===== config.mk =====
export PLATFORM = sky130hd
export DESIGN_NAME = clkcfg_bank
export DESIGN_NICKNAME = d
export VERILOG_FILES = /design/src/rtl/clkcfg_pkg.sv /design/src/rtl/clkcfg_wguard.sv /design/src/rtl/clkcfg_lock.sv /design/src/rtl/clkcfg_slip.sv /design/src/rtl/clkcfg_bank.sv
export SDC_FILE = /design/constraint.sdc
export NUM_CORES = 1
export LEC_CHECK = 0
export CAP_MARGIN = 10
export CORE_MARGIN = 10
export CORE_UTILIZATION = 50
export DETAILED_ROUTE_END_ITERATION = 8
export GPL_TIMING_DRIVEN = 0
export PLACE_DENSITY = 0.74
export SLEW_MARGIN = 20
export SYNTH_ARGS = -nofsm -noshare
export SYNTH_HDL_FRONTEND = slang
export SYNTH_HIERARCHICAL = 1
export SYNTH_SLANG_ARGS = --single-unit

===== constraint.sdc =====
create_clock -name clk -period 7.9 [get_ports clk]
set_clock_uncertainty 0.1 [all_clocks]
set_input_delay 0.79 -clock clk [delete_from_list [all_inputs] [get_ports clk]]
set_output_delay 0.79 -clock clk [all_outputs]
set_load 0.01 [all_outputs]

===== src/rtl/clkcfg_pkg.sv =====
package clkcfg_pkg;
  localparam int NREG   = 9;
  localparam int A_LOCK = 0;
  localparam int A_SRC  = 1;
  localparam int A_PLLC = 2;
  localparam int A_MULT = 3;
  localparam int A_STAT = 4;
  localparam int A_SDIV = 5;
  localparam int A_ADIV = 6;
  localparam int A_ODIV = 7;
  localparam int A_LDIV = 8;

  // registers that own a lock bit and a spacing guard
  localparam logic [NREG-1:0] GUARDED = 9'b1_1110_1110;

  localparam int SRC_W  = 2;
  localparam int IM_W   = 7;
  localparam int FM_W   = 2;
  localparam int SDIV_W = 6;
  localparam int ADIV_W = 2;
  localparam int ODIV_W = 2;
  localparam int LDIV_W = 3;

  localparam logic [SDIV_W-1:0] SDIV_RST = 6'd2;
  localparam logic [ADIV_W-1:0] ADIV_RST = 2'd1;
  localparam logic [ODIV_W-1:0] ODIV_RST = 2'd3;
  localparam logic [LDIV_W-1:0] LDIV_RST = 3'd2;

  typedef struct packed {
    logic [FM_W-1:0] fm;
    logic [IM_W-1:0] im;
  } mult_t;

  typedef struct packed {
    logic clk_en;
    logic en;
  } pllc_t;
endpackage


===== src/rtl/clkcfg_wguard.sv =====
module clkcfg_wguard #(
  parameter int GAP = 69
) (
  input  logic clk,
  input  logic rst_n,
  input  logic start,
  output logic busy
);
  localparam int CW = $clog2(GAP + 1);

  logic [CW-1:0] cnt_q, cnt_d;

  always_comb begin
    cnt_d = cnt_q;
    if (start)
      cnt_d = CW'(GAP);
    else if (cnt_q != '0)
      cnt_d = cnt_q - 1'b1;
  end

  always_ff @(posedge clk or negedge rst_n) begin
    if (!rst_n) cnt_q <= '0;
    else        cnt_q <= cnt_d;
  end

  assign busy = (cnt_q != '0);


  guard_arm_chk: assert property (@(posedge clk) disable iff (!rst_n)
    start |=> busy);


  guard_idle_start_chk: assert property (@(posedge clk) disable iff (!rst_n)
    start |-> !busy);


  always_comb begin
    if (rst_n) begin
      guard_range_chk: assert (cnt_q <= CW'(GAP));
    end
  end
endmodule


===== src/rtl/clkcfg_lock.sv =====
module clkcfg_lock #(
  parameter int              N    = 9,
  parameter logic [N-1:0]    MASK = '1
) (
  input  logic         clk,
  input  logic         rst_n,
  input  logic         set_en,
  input  logic [N-1:0] set_bits,
  output logic [N-1:0] lock_q
);
  logic [N-1:0] lock_d;

  always_comb begin
    lock_d = lock_q;
    if (set_en)
      lock_d = lock_q | (set_bits & MASK);
  end

  always_ff @(posedge clk or negedge rst_n) begin
    if (!rst_n) lock_q <= '0;
    else        lock_q <= lock_d;
  end


  lock_sticky_chk: assert property (@(posedge clk) disable iff (!rst_n)
    (($past(lock_q) & ~lock_q) == '0));


  lock_mask_chk: assert property (@(posedge clk) disable iff (!rst_n)
    ((lock_q & ~MASK) == '0));
endmodule


===== src/rtl/clkcfg_slip.sv =====
module clkcfg_slip (
  input  logic clk,
  input  logic rst_n,
  input  logic en_q,
  input  logic en_d,
  input  logic clk_en_q,
  input  logic slip_evt,
  output logic slip_q
);
  logic slip_d;
  logic reenable;

  assign reenable = en_d & ~en_q;

  always_comb begin
    slip_d = slip_q;
    if (reenable)
      slip_d = 1'b0;
    else if (slip_evt && clk_en_q)
      slip_d = 1'b1;
  end

  always_ff @(posedge clk or negedge rst_n) begin
    if (!rst_n) slip_q <= 1'b0;
    else        slip_q <= slip_d;
  end


  slip_set_chk: assert property (@(posedge clk) disable iff (!rst_n)
    $rose(slip_q) |-> $past(clk_en_q));


  slip_clear_chk: assert property (@(posedge clk) disable iff (!rst_n)
    $fell(slip_q) |-> $rose(en_q));
endmodule


===== src/rtl/clkcfg_bank.sv =====
module clkcfg_bank
  import clkcfg_pkg::*;
#(
  parameter int ADDR_W     = 4,
  parameter int DATA_W     = 16,
  parameter int GAP_CYCLES = 69
) (
  input  logic              clk,
  input  logic              rst_n,
  input  logic [ADDR_W-1:0] bus_addr,
  input  logic              bus_we,
  input  logic [DATA_W-1:0] bus_wdata,
  output logic [DATA_W-1:0] bus_rdata,
  input  logic              pll_lock_i,
  input  logic              pll_slip_i,
  output logic [SRC_W-1:0]  osc_sel,
  output logic              pll_en,
  output logic              pll_clk_en,
  output logic [IM_W-1:0]   pll_imult,
  output logic [FM_W-1:0]   pll_fmult,
  output logic [SDIV_W-1:0] sys_div,
  output logic [ADIV_W-1:0] aux_div,
  output logic [ODIV_W-1:0] clkout_div,
  output logic [LDIV_W-1:0] lsp_div
);
  localparam int MULT_W = IM_W + FM_W;
  localparam int FM_LSB = 8;

  logic [NREG-1:0] wr_hit, acc, busy, lock_q;

  logic [SRC_W-1:0]  src_q, src_d;
  pllc_t             pllc_q, pllc_d;
  mult_t             mult_q, mult_d;
  logic [SDIV_W-1:0] sdiv_q, sdiv_d;
  logic [ADIV_W-1:0] adiv_q, adiv_d;
  logic [ODIV_W-1:0] odiv_q, odiv_d;
  logic [LDIV_W-1:0] ldiv_q, ldiv_d;
  logic              slip_q;
  logic              src_change;

  wire unused_wdata_hi = ^{bus_wdata[DATA_W-1:FM_LSB+FM_W], acc[A_STAT]};

  // address decode and write acceptance
  for (genvar i = 0; i < NREG; i++) begin : g_dec
    assign wr_hit[i] = bus_we && (bus_addr == ADDR_W'(i));
    if (GUARDED[i]) begin : g_guard
      clkcfg_wguard #(.GAP(GAP_CYCLES)) u_guard (
        .clk   (clk),
        .rst_n (rst_n),
        .start (acc[i]),
        .busy  (busy[i])
      );
    end else begin : g_free
      assign busy[i] = 1'b0;
    end
  end

  assign acc = wr_hit & ~busy & ~lock_q;

  clkcfg_lock #(.N(NREG), .MASK(GUARDED)) u_lock (
    .clk      (clk),
    .rst_n    (rst_n),
    .set_en   (acc[A_LOCK]),
    .set_bits (bus_wdata[NREG-1:0]),
    .lock_q   (lock_q)
  );

  // next-state for configuration registers
  always_comb begin
    src_change = acc[A_SRC] && (bus_wdata[SRC_W-1:0] != src_q);
    src_d  = acc[A_SRC]  ? bus_wdata[SRC_W-1:0]  : src_q;
    sdiv_d = acc[A_SDIV] ? bus_wdata[SDIV_W-1:0] : sdiv_q;
    adiv_d = acc[A_ADIV] ? bus_wdata[ADIV_W-1:0] : adiv_q;
    odiv_d = acc[A_ODIV] ? bus_wdata[ODIV_W-1:0] : odiv_q;
    ldiv_d = acc[A_LDIV] ? bus_wdata[LDIV_W-1:0] : ldiv_q;

    pllc_d = pllc_q;
    if (src_change)
      pllc_d = '0;
    else if (acc[A_PLLC])
      pllc_d = pllc_t'(bus_wdata[1:0]);

    mult_d = mult_q;
    if (src_change)
      mult_d = '0;
    else if (acc[A_MULT])
      mult_d = mult_t'({bus_wdata[FM_LSB +: FM_W], bus_wdata[IM_W-1:0]});
  end

  always_ff @(posedge clk or negedge rst_n) begin
    if (!rst_n) begin
      src_q  <= '0;
      pllc_q <= '0;
      mult_q <= '0;
      sdiv_q <= SDIV_RST;
      adiv_q <= ADIV_RST;
      odiv_q <= ODIV_RST;
      ldiv_q <= LDIV_RST;
    end else begin
      src_q  <= src_d;
      pllc_q <= pllc_d;
      mult_q <= mult_d;
      sdiv_q <= sdiv_d;
      adiv_q <= adiv_d;
      odiv_q <= odiv_d;
      ldiv_q <= ldiv_d;
    end
  end

  clkcfg_slip u_slip (
    .clk      (clk),
    .rst_n    (rst_n),
    .en_q     (pllc_q.en),
    .en_d     (pllc_d.en),
    .clk_en_q (pllc_q.clk_en),
    .slip_evt (pll_slip_i),
    .slip_q   (slip_q)
  );

  // combinational read mux
  always_comb begin
    bus_rdata = '0;
    case (bus_addr)
      ADDR_W'(A_LOCK): bus_rdata[NREG-1:0]   = lock_q;
      ADDR_W'(A_SRC):  bus_rdata[SRC_W-1:0]  = src_q;
      ADDR_W'(A_PLLC): bus_rdata[1:0]        = pllc_q;
      ADDR_W'(A_MULT): begin
        bus_rdata[IM_W-1:0]        = mult_q.im;
        bus_rdata[FM_LSB +: FM_W]  = mult_q.fm;
      end
      ADDR_W'(A_STAT): bus_rdata[1:0]        = {slip_q, pll_lock_i};
      ADDR_W'(A_SDIV): bus_rdata[SDIV_W-1:0] = sdiv_q;
      ADDR_W'(A_ADIV): bus_rdata[ADIV_W-1:0] = adiv_q;
      ADDR_W'(A_ODIV): bus_rdata[ODIV_W-1:0] = odiv_q;
      ADDR_W'(A_LDIV): bus_rdata[LDIV_W-1:0] = ldiv_q;
      default: ;
    endcase
  end

  assign osc_sel    = src_q;
  assign pll_en     = pllc_q.en;
  assign pll_clk_en = pllc_q.clk_en;
  assign pll_imult  = mult_q.im;
  assign pll_fmult  = mult_q.fm;
  assign sys_div    = sdiv_q;
  assign aux_div    = adiv_q;
  assign clkout_div = odiv_q;
  assign lsp_div    = ldiv_q;


  src_clear_chk: assert property (@(posedge clk) disable iff (!rst_n)
    !$stable(osc_sel) |-> (pll_imult == '0 && pll_fmult == '0 && !pll_en && !pll_clk_en));


  lock_hold_chk: assert property (@(posedge clk) disable iff (!rst_n)
    lock_q[A_SDIV] |=> $stable(sys_div));


  lock_hold_mult_chk: assert property (@(posedge clk) disable iff (!rst_n)
    (lock_q[A_MULT] && !src_change) |=> $stable(mult_q));


  one_accept_chk: assert property (@(posedge clk) disable iff (!rst_n)
    $onehot0(acc));
endmodule


==> results.md, run 1 <==
Run status:
- The run finished with clean final reports.

CTS:
- The TritonCTS clock tree is yes.
- TritonCTS created 9 clock buffers.
- Clock-pin slew was measured on the worst setup and hold paths at 0.08 ns.
- The tree is rooted in a clkbuf_8.
- In this run the number of H-tree levels came out at 3.
- After clock tree synthesis, the flow added hold-fix buffers numbering 0.
- The insertion delay to the later sink of the worst-skew pair is 0.36 ns.
- After clock tree synthesis, the setup repair step added 0 buffers.
- No sink is reached through more buffers than the 2 on the longest clock path.
- The number of gates given a new drive strength after cts is 0.
- The number of clock sinks seen by CTS is 83.

Pwr:
- The switching portion of total power is 33.2%.
- Internal power comes to 0.000942 W.
- The share of total power dissipated in sequential elements is 45.2%.
- The power share of the clock group is 24.6%.
- The highest ir drop seen on vdd is 102 uV.
- The net switching power of the design is 0.000468 W.
- Power spread over the standard cell area amounts to 256 nW/um2.
- The design draws 0.00141 W.
- Combinational logic is responsible for 30.1% of the overall power.
- In this run the static leakage power is 2.42 nW.

STA:
- The number of setup violations in the final report is 0.
- The setup TNS is 0 ns.
- The max-slew violation count is 0.
- The final hold violation count was 0.
- The routed design could run at a clock period as short as 4.12 ns.
- At the pin with the least slew margin, the transition time is 0.873 ns.
- In the finished design, the share of the clock period the worst path needs comes to 52.1%.
- Setup repair after global routing left no endpoint under its margin.
- The upper clock frequency limit is 0.243 GHz.
- In this run the tightest slew margin relative to its limit is 41.3%.

GRT:
- The total routing resource utilization after global routing is 16.3%.
- The number of global-route vias before repair is 3567.
- The initial antenna violation count is 0.
- The remaining global-route overflow is 0.
- The maximum number of pins on one net before global-route repair is 43.
- The first global-routing pass estimated 17700 um of wire.

Synth:
- The proportion of register bits with asynchronous set or reset after synthesis is 100%.
- The fraction of the mapped netlist area in compound gates is 14.5%.
- The number of flops mapped to enable cells by yosys is 0.
- The share of synthesized area in the top cell type comes to 42.5%.
- The number of unique standard cell types used by synthesis is 54.
- After synthesis, the largest family of logic cells by area is simple AND/OR/NAND/NOR gates.
- Ranked by instance count, the synthesized netlist is headed by 78 x dfrtp_1, 47 x nor2_1, 41 x inv_1, 33 x o21ai_0, 26 x a21oi_1.
- After synthesis, flip-flops and latches occupy 45.3% of the total area.
- The number of instances in the synthesized netlist is 462.
- The most frequently used cell type in the post-synthesis netlist is dfrtp_1.
- After Yosys synthesis, XOR and XNOR cells account for 0.381% of the synthesized area.
- Multiplexer cells account for 8.93% of the synthesized area.
- The synthesis-stage register bit count is 83.
- The simple logic cell fraction of the synthesized area is 22.4%.
- Among all flip-flop cells after synthesis, the most frequent one is dfrtp_1.
- The largest total area in the synthesized netlist belongs to dfrtp_1.
- The synthesized area divided by synthesized cell count is 9.95 um2.
- The area of the mapped netlist is 4600 um2.
- The arithmetic-cell share of the synthesized area counting full adders, half adders and majority gates is 1.91%.
- Sorting the synthesized cells by area gives the leading types as dfrtp_1 42%, nor2_1 3.8%, o21ai_0 3.6%.
- Yosys printed 6 warnings.

Finish:
- The number of diodes is 0.
- The multi-input combinational cells in the finished layout cover a total of 2240 um2.
- The fraction of final layout cells sized beyond drive strength 1 is 15.9%.
- From synthesis to final layout, the design area changed by 19.9%.
- The sequential cell area is 2080 um2.
- The layout has 726 filler cells.
- After routing the design area is 5510 um2.
- The number of nets in the layout is 563.

Setup path:
- The worst reg-to-reg setup slack is 4.90 ns.
- The category of the worst setup path launch point is an input pin.
- The required arrival time at the worst endpoint is 7.01 ns.
- The most critical setup path has its startpoint at bus_addr[0].
- The worst setup path is of the in -> out kind.
- The nature of the critical path endpoint is a primary output.
- For the worst setup path, the data arrival time is 3.23 ns.
- In this run the critical register-to-register path is launched from g_dec[3].g_guard.u_guard/cnt_q[0]$_DFFE_PN0P_.
- The highest net fanout along the worst path is 10.

Worst hold path:
- In this run the worst hold path is classified as in -> async.

Route:
- The number of vias per cell after detailed routing is 5.64.
- In this run the remaining antenna-violating nets after routing total 0.
- After the first detailed-routing iteration, the DRC count stood at 296.
- For this run, design rule violations remaining after detail routing come to 0.
- The first-pass detailed-route iteration total is 5.
- The vias after detailed routing is 3633.
- Dividing the detail-routed wire length by the instance count gives 16.6 um.
- The post-detailed-routing wire length is 10700 um.

Floorplanning:
- The floorplan step set the die height to 116 um.
- The floorplan die width is 116 um.
- For this configuration, the core starts out at a cell density of 51.9%.
- The floorplan has 34 rows.
- The I/O pin total is 67.
- The area of the core region is 8850 um2.
- The floorplan die area is 13400 um2.

Placement:
- During placement, the flow inserted port buffers numbering 51.
- Summed over all nets, the half-perimeter wirelength after detailed placement is 7830 um.
- The congestion estimate from routability-driven global placement came to 0.813.
- After detailed placement, the total cell area comes to 5280 um2.

Flow run:
- The max capacitance violation total is 0.
[cells in the final DEF, fill, tap and decap left out, drive strengths merged, types with 2 or more instances in the layout]
cell / n
dfrtp: 78
clkdlybuf4s50: 50
nor2: 47
inv: 41
o21ai: 34
a21oi: 28
clkbuf: 25
mux2: 23
nand2: 22
buf: 17
nand3: 14
or3: 14
o31ai: 14
or4: 9
nor4: 9
mux2i: 8
nor3: 8
o211ai: 8
conb: 8
or2: 7
nand2b: 7
o22ai: 7
ha: 7
a21o: 7
dfstp: 5
and3b: 4
a22oi: 3
nand3b: 3
and2: 3
nor3b: 3
a22o: 2
mux4: 2
xor2: 2
bufinv: 2
[critical path: stages]
cell             delay [ns]
clkdlybuf4s50_1        0.55
buf_2                  0.26
nor4_2                 0.67
a222oi_1               0.27
nand2_1                0.14
clkdlybuf4s50_1        0.55
[stage by stage]
stage / setup WS, ns / instances / hold slack, ns / utilization [%]
detailed placement: 3.87 / 628 / 0.363 / 59.7
floorplan: 5.19 / 468 / 0.337 / -
global placement: 2.90 / 627 / 0.357 / 59.5
global route: 3.67 / 644 / 0.339 / 62.3
finish: 3.78 / 644 / 0.305 / 62.3
CTS: 3.82 / 644 / 0.322 / 62.3
[registers in the layout (all words and copies together) (netlist names)]
register,flops
u_slip/slip_q,1
clkout_div,2
u_lock/lock_q,7
pll_en,1
aux_div,2
osc_sel,2
lsp_div,3
sys_div,6
pll_clk_en,1
g_dec.g_guard.u_guard/cnt_q,49
pll_fmult,2
pll_imult,7
[power groups by stage]
| stage | logic [W] | registers [W] | clock network, W |
|---|---|---|---|
| after floorplan | 0.000335 | 0.000620 | 0 |
| after CTS | 0.000429 | 0.000635 | 0.000352 |
| after global placement | 0.000401 | 0.000635 | 0 |
| after detailed placement | 0.000425 | 0.000643 | 0 |
| final | 0.000425 | 0.000637 | 0.000347 |
| after global routing | 0.000483 | 0.000658 | 0.000371 |
[area by class of cell]
cell class                      instances  area share, %
Inverter                               41           2.79
Buffer                                 28           2.57
Tap cell                              108           2.45
Timing Repair Buffer                   52           9.58
Multi-Input combinational cell        316           40.7
Sequential cell                        83           37.8
Clock buffer                           12           2.82
Clock inverter                          4           1.32
[path summary, 6_finish.rpt]
| kind | cells past startpoint | end |
|---|---|---|
| max in group asynchronous | 2 | sys_div[1]$_DFFE_PN1P_ |
| worst min-delay path | 1 | g_dec[1].g_guard.u_guard/cnt_q[4]$_DFFE_PN0P_ |
| min in group clk | 1 | u_lock/lock_q[7]$_DFFE_PN0P_ |
| worst max-delay path | 6 | bus_rdata[2] |
| worst min register to register | 1 | u_lock/lock_q[7]$_DFFE_PN0P_ |
| worst max register to register | 11 | g_dec[3].g_guard.u_guard/cnt_q[1]$_DFFE_PN0P_ |
[kinds of logic (layout without fill, tap and decap cells)]
kind of cell             count (synthesis)  count (layout)
buffers and inverters                   69             137
multiplexers                            33              33
AND/OR/NAND/NOR                        158             158
AO/OA/AOI/OAI                          108             108
flip-flops                              83              83
other                                    2               8
XOR/XNOR                                 2               2
adder cells (fa/ha/maj)                  7               7
[routing by layer]
layer | GRT usage (%) | up-vias | wire [um]
met5 | 0 | - | 0
met4 | 4.75 | 0 | 133
met3 | 4.55 | 12 | 779
met2 | 27.0 | 96 | 5270
met1 | 20.4 | 1762 | 4520
li1 | - | 1763 | -
No activity file was read; power rests on OpenSTA's default activity.
==> run 2, diff against run 1 <==
==> constraint.sdc (replaced) <==
create_clock -name clk -period 4.1 [get_ports clk]
set_clock_uncertainty 0.1 [all_clocks]
set_input_delay 0.41 -clock clk [delete_from_list [all_inputs] [get_ports clk]]
set_output_delay 0.41 -clock clk [all_outputs]
set_load 0.01 [all_outputs]
==> run 2 against run 1 <==
Against the previous run: first-iteration DRC count grew 9.5%; sequential cell count is the same; critical endpoint unchanged; final area grew 0.18%; global-route usage is essentially flat; sequential share of layout area shrank 0.069 points; total power grew 93%; worst setup slack lost 3.0 ns; clock-buffer cell count is the same; die area is the same; critical path depth is the same; critical path type unchanged; via count shrank 0.30%; worst hold slack gained 0.082 ns.
==> results.md, run 2 (same netlist as run 1, synthesis figures left out) <==
Finish:
- For this run, the share of the core covered by cells in the final layout is 62.4%.
- Compared with the post-synthesis result, the final layout area differs by 20.1%.
- The number of diodes is 0.
- The number of flip-flops in the largest register is 49.
- The footprint of the multi-input gates is 2240 um2.
- Ranked by flip-flop count, first place goes to g_dec.g_guard.u_guard/cnt_q.
- The count of filler cells inserted in the layout is 725.
- The post-route netlist has 15.8% of its cells at a drive strength greater than 1.
- For this run, the post-layout net count is 564.
- The sequential cell area is 2080 um2.
- In the layout the commonest cells are 78 x dfrtp_1, 50 x clkdlybuf4s50_1, 47 x nor2_1, 41 x inv_1, 33 x o21ai_0.
- Leaving out fill and tap cells, the most frequent cell in the layout is dfrtp_1.

Pwr:
- Across the VDD grid, the largest voltage drop is 197 uV.
- The internal power of the cells is 0.00182 W.
- The part of the power in combinational logic is 30.2%.
- The share of total power dissipated in sequential elements is 45.2%.
- The net switching power of the design is 0.000901 W.
- The leakage power is 2.43 nW.
- The power density normalized to cell area is 492 nW/um2.
- Net switching is 33.2% of the power.
- The final total power is 0.00272 W.
- The power share of the clock group is 24.6%.

Setup path:
- The nature of the critical path endpoint is a primary output.
- Data on the critical path is required at its endpoint by 3.59 ns.
- The highest net fanout along the worst path is 10.
- The signal on the critical path passes through clkdlybuf4s50_1 -> buf_2 -> nor4_2 -> a222oi_1 -> nand2_1 -> clkdlybuf4s50_1.
- The worst setup path is launched from an input pin.
- The arrival time at the worst endpoint is 2.80 ns.
- The number of buffers and inverters on the critical path is 3.
- The reg-to-reg endpoint is g_dec[3].g_guard.u_guard/cnt_q[5]$_DFFE_PN0P_.
- The standard cell with the maximum stage delay on the critical path is nor4_2.
- The number of cells on the worst reg-to-reg path is 12.
- The most numerous cell type found on the critical path is clkdlybuf4s50_1.
- The category of the most critical setup path is in -> out.
- On the critical path the largest part of the delay comes from buffers and inverters.
- The largest stage delay on the critical path is 0.64 ns.
- The worst register-to-register path has a setup slack of 1.08 ns.
- The startpoint of the most critical register-to-register path is g_dec[3].g_guard.u_guard/cnt_q[0]$_DFFE_PN0P_.

Worst hold path:
- The hold-critical path depth is 1.
- The beginning of the worst hold path is u_lock/lock_q[7]$_DFFE_PN0P_.
- For hold timing, the worst endpoint is u_lock/lock_q[7]$_DFFE_PN0P_.
- The type of the most critical hold path is reg -> reg.

GRT:
- In the global route stage, overall resource usage came out at 16.3%.
- The first-pass GRT wire length is 17700 um.
- The global routing usage on met3 is 4.55%.
- The initial antenna violation count is 0.
- In the global route stage, met1 resource usage came out at 20.4%.
- The most used routing layer is met2.
- After global routing the overflow that remains totals 0.
- The met2 track utilization from global routing is 27.0%.
- The maximum number of pins on one net before global-route repair is 43.
- The number of global-route vias before repair came to 3570.

Floorplanning:
- The vertical die dimension is 116 um.
- The floorplan die width is 116 um.
- The core region is 8850 um2.
- The floorplan step defined a die boundary enclosing 13400 um2.
- Once the floorplan was initialized, standard cells occupied 51.9% of the core.
- The site row count is 34.
- 67 I/O pins were placed.

Placement:
- After legalization and detailed placement, the total HPWL measured 7830 um.
- The congestion estimate from routability-driven global placement came to 0.813.
- Port buffering added 51 buffers.

Run status:
- The run finished with clean final reports.

CTS:
- The TritonCTS clock tree is yes.
- Clock-pin slew was measured on the worst setup and hold paths at 0.08 ns.
- The master cell of the clock root buffer is clkbuf_8.
- In this run, post-CTS repair resized a total of 0 instances.
- The number of clock sinks seen by CTS is 83.
- Clock tree synthesis inserted a total of 9 buffers.
- The buffer depth of the longest clock path is 2.
- In this run the number of H-tree levels came out at 3.
- At the later pin of the worst-skew pair, clock insertion delay measures 0.36 ns.

Route:
- The vias after detailed routing is 3622.
- The first-pass detailed-route iteration total is 4.
- The post-detailed-routing wire length is 10700 um.
- In this run, the number of DRC markers left after iteration 0 of detailed routing was 324.
- After detailed routing, the number of vias per cell comes to 5.62.
- Once detail routing completed, the nets flagged for antenna violations numbered 0.
- After detailed routing, the number of remaining DRC violations is 0.
- In the final routed layout, each cell accounts on average for 16.6 um.

STA:
- The transition at the pin with the smallest max-transition slack is 0.837 ns.
- The max-slew violation count is 0.
- The final hold violation count is 0.
- Setup repair after global routing left no endpoint under its margin.
- The final worst-path cycle share is 80.8%.
- The worst max-slew margin expressed relative to the limit is 43.7%.
- The clock period could shrink to 3.31 ns.
- The number of setup violations in the final report is 0.
- The upper clock frequency limit is 0.302 GHz.

Flow run:
- The max capacitance violation total is 0.
-- run 2: through the flow --
stage               cells  setup WS (ns)  TNS, ns  hold WS, ns  area [um2]
finish                645          0.785        0        0.387        5520
global route          645          0.629        0        0.414        5520
CTS                   645          0.784        0        0.382        5520
floorplan             468           1.53        0       0.0144        4620
detailed placement    628          0.831        0        0.330        5280
global placement      627         -0.518   -40.00        0.357        5260
-- run 2: worst max-delay path by stage --
stage,from,to,depth (start not counted)
CTS,bus_addr[0],bus_rdata[2],6
floorplan,g_dec[3].g_guard.u_guard/cnt_q[0]$_DFFE_PN0P_,g_dec[3].g_guard.u_guard/cnt_q[1]$_DFFE_PN0P_,11
global route,bus_addr[0],bus_rdata[2],6
detailed placement,bus_addr[0],bus_rdata[2],6
finish,bus_addr[0],bus_rdata[2],6
global placement,rst_n,g_dec[3].g_guard.u_guard/cnt_q[0]$_DFFE_PN0P_,1
-- run 2: power by group through the flow --
stage / combinational (W) / clock, W / sequential (W)
final: 0.000820 / 0.000669 / 0.00123
after global routing: 0.000932 / 0.000714 / 0.00127
after CTS: 0.000827 / 0.000679 / 0.00122
after detailed placement: 0.000819 / 0 / 0.00124
after global placement: 0.000772 / 0 / 0.00122
after floorplan: 0.000645 / 0 / 0.00120
-- run 2: cell type report --
class,instances,share of cell area (%)
Multi-Input combinational cell,316,40.6
Buffer,28,2.56
Clock buffer,12,2.81
Timing Repair Buffer,53,9.75
Inverter,41,2.79
Tap cell,108,2.45
Clock inverter,4,1.31
Sequential cell,83,37.7
-- run 2: what timing repair did --
item / in CTS / in global routing
endpoints found under the hold margin: 40 / 0
buffers inserted: 0 / 0
hold buffers: 1 / 0
-- run 2: metal layers --
metal | routed length, um | share of wire [%] | vias to the layer above
met5 | 0 | 0 | -
met4 | 135 | 1.3 | 0
met3 | 718 | 6.7 | 12
met2 | 5280 | 49 | 87
met1 | 4580 | 43 | 1762
li1 | - | - | 1761
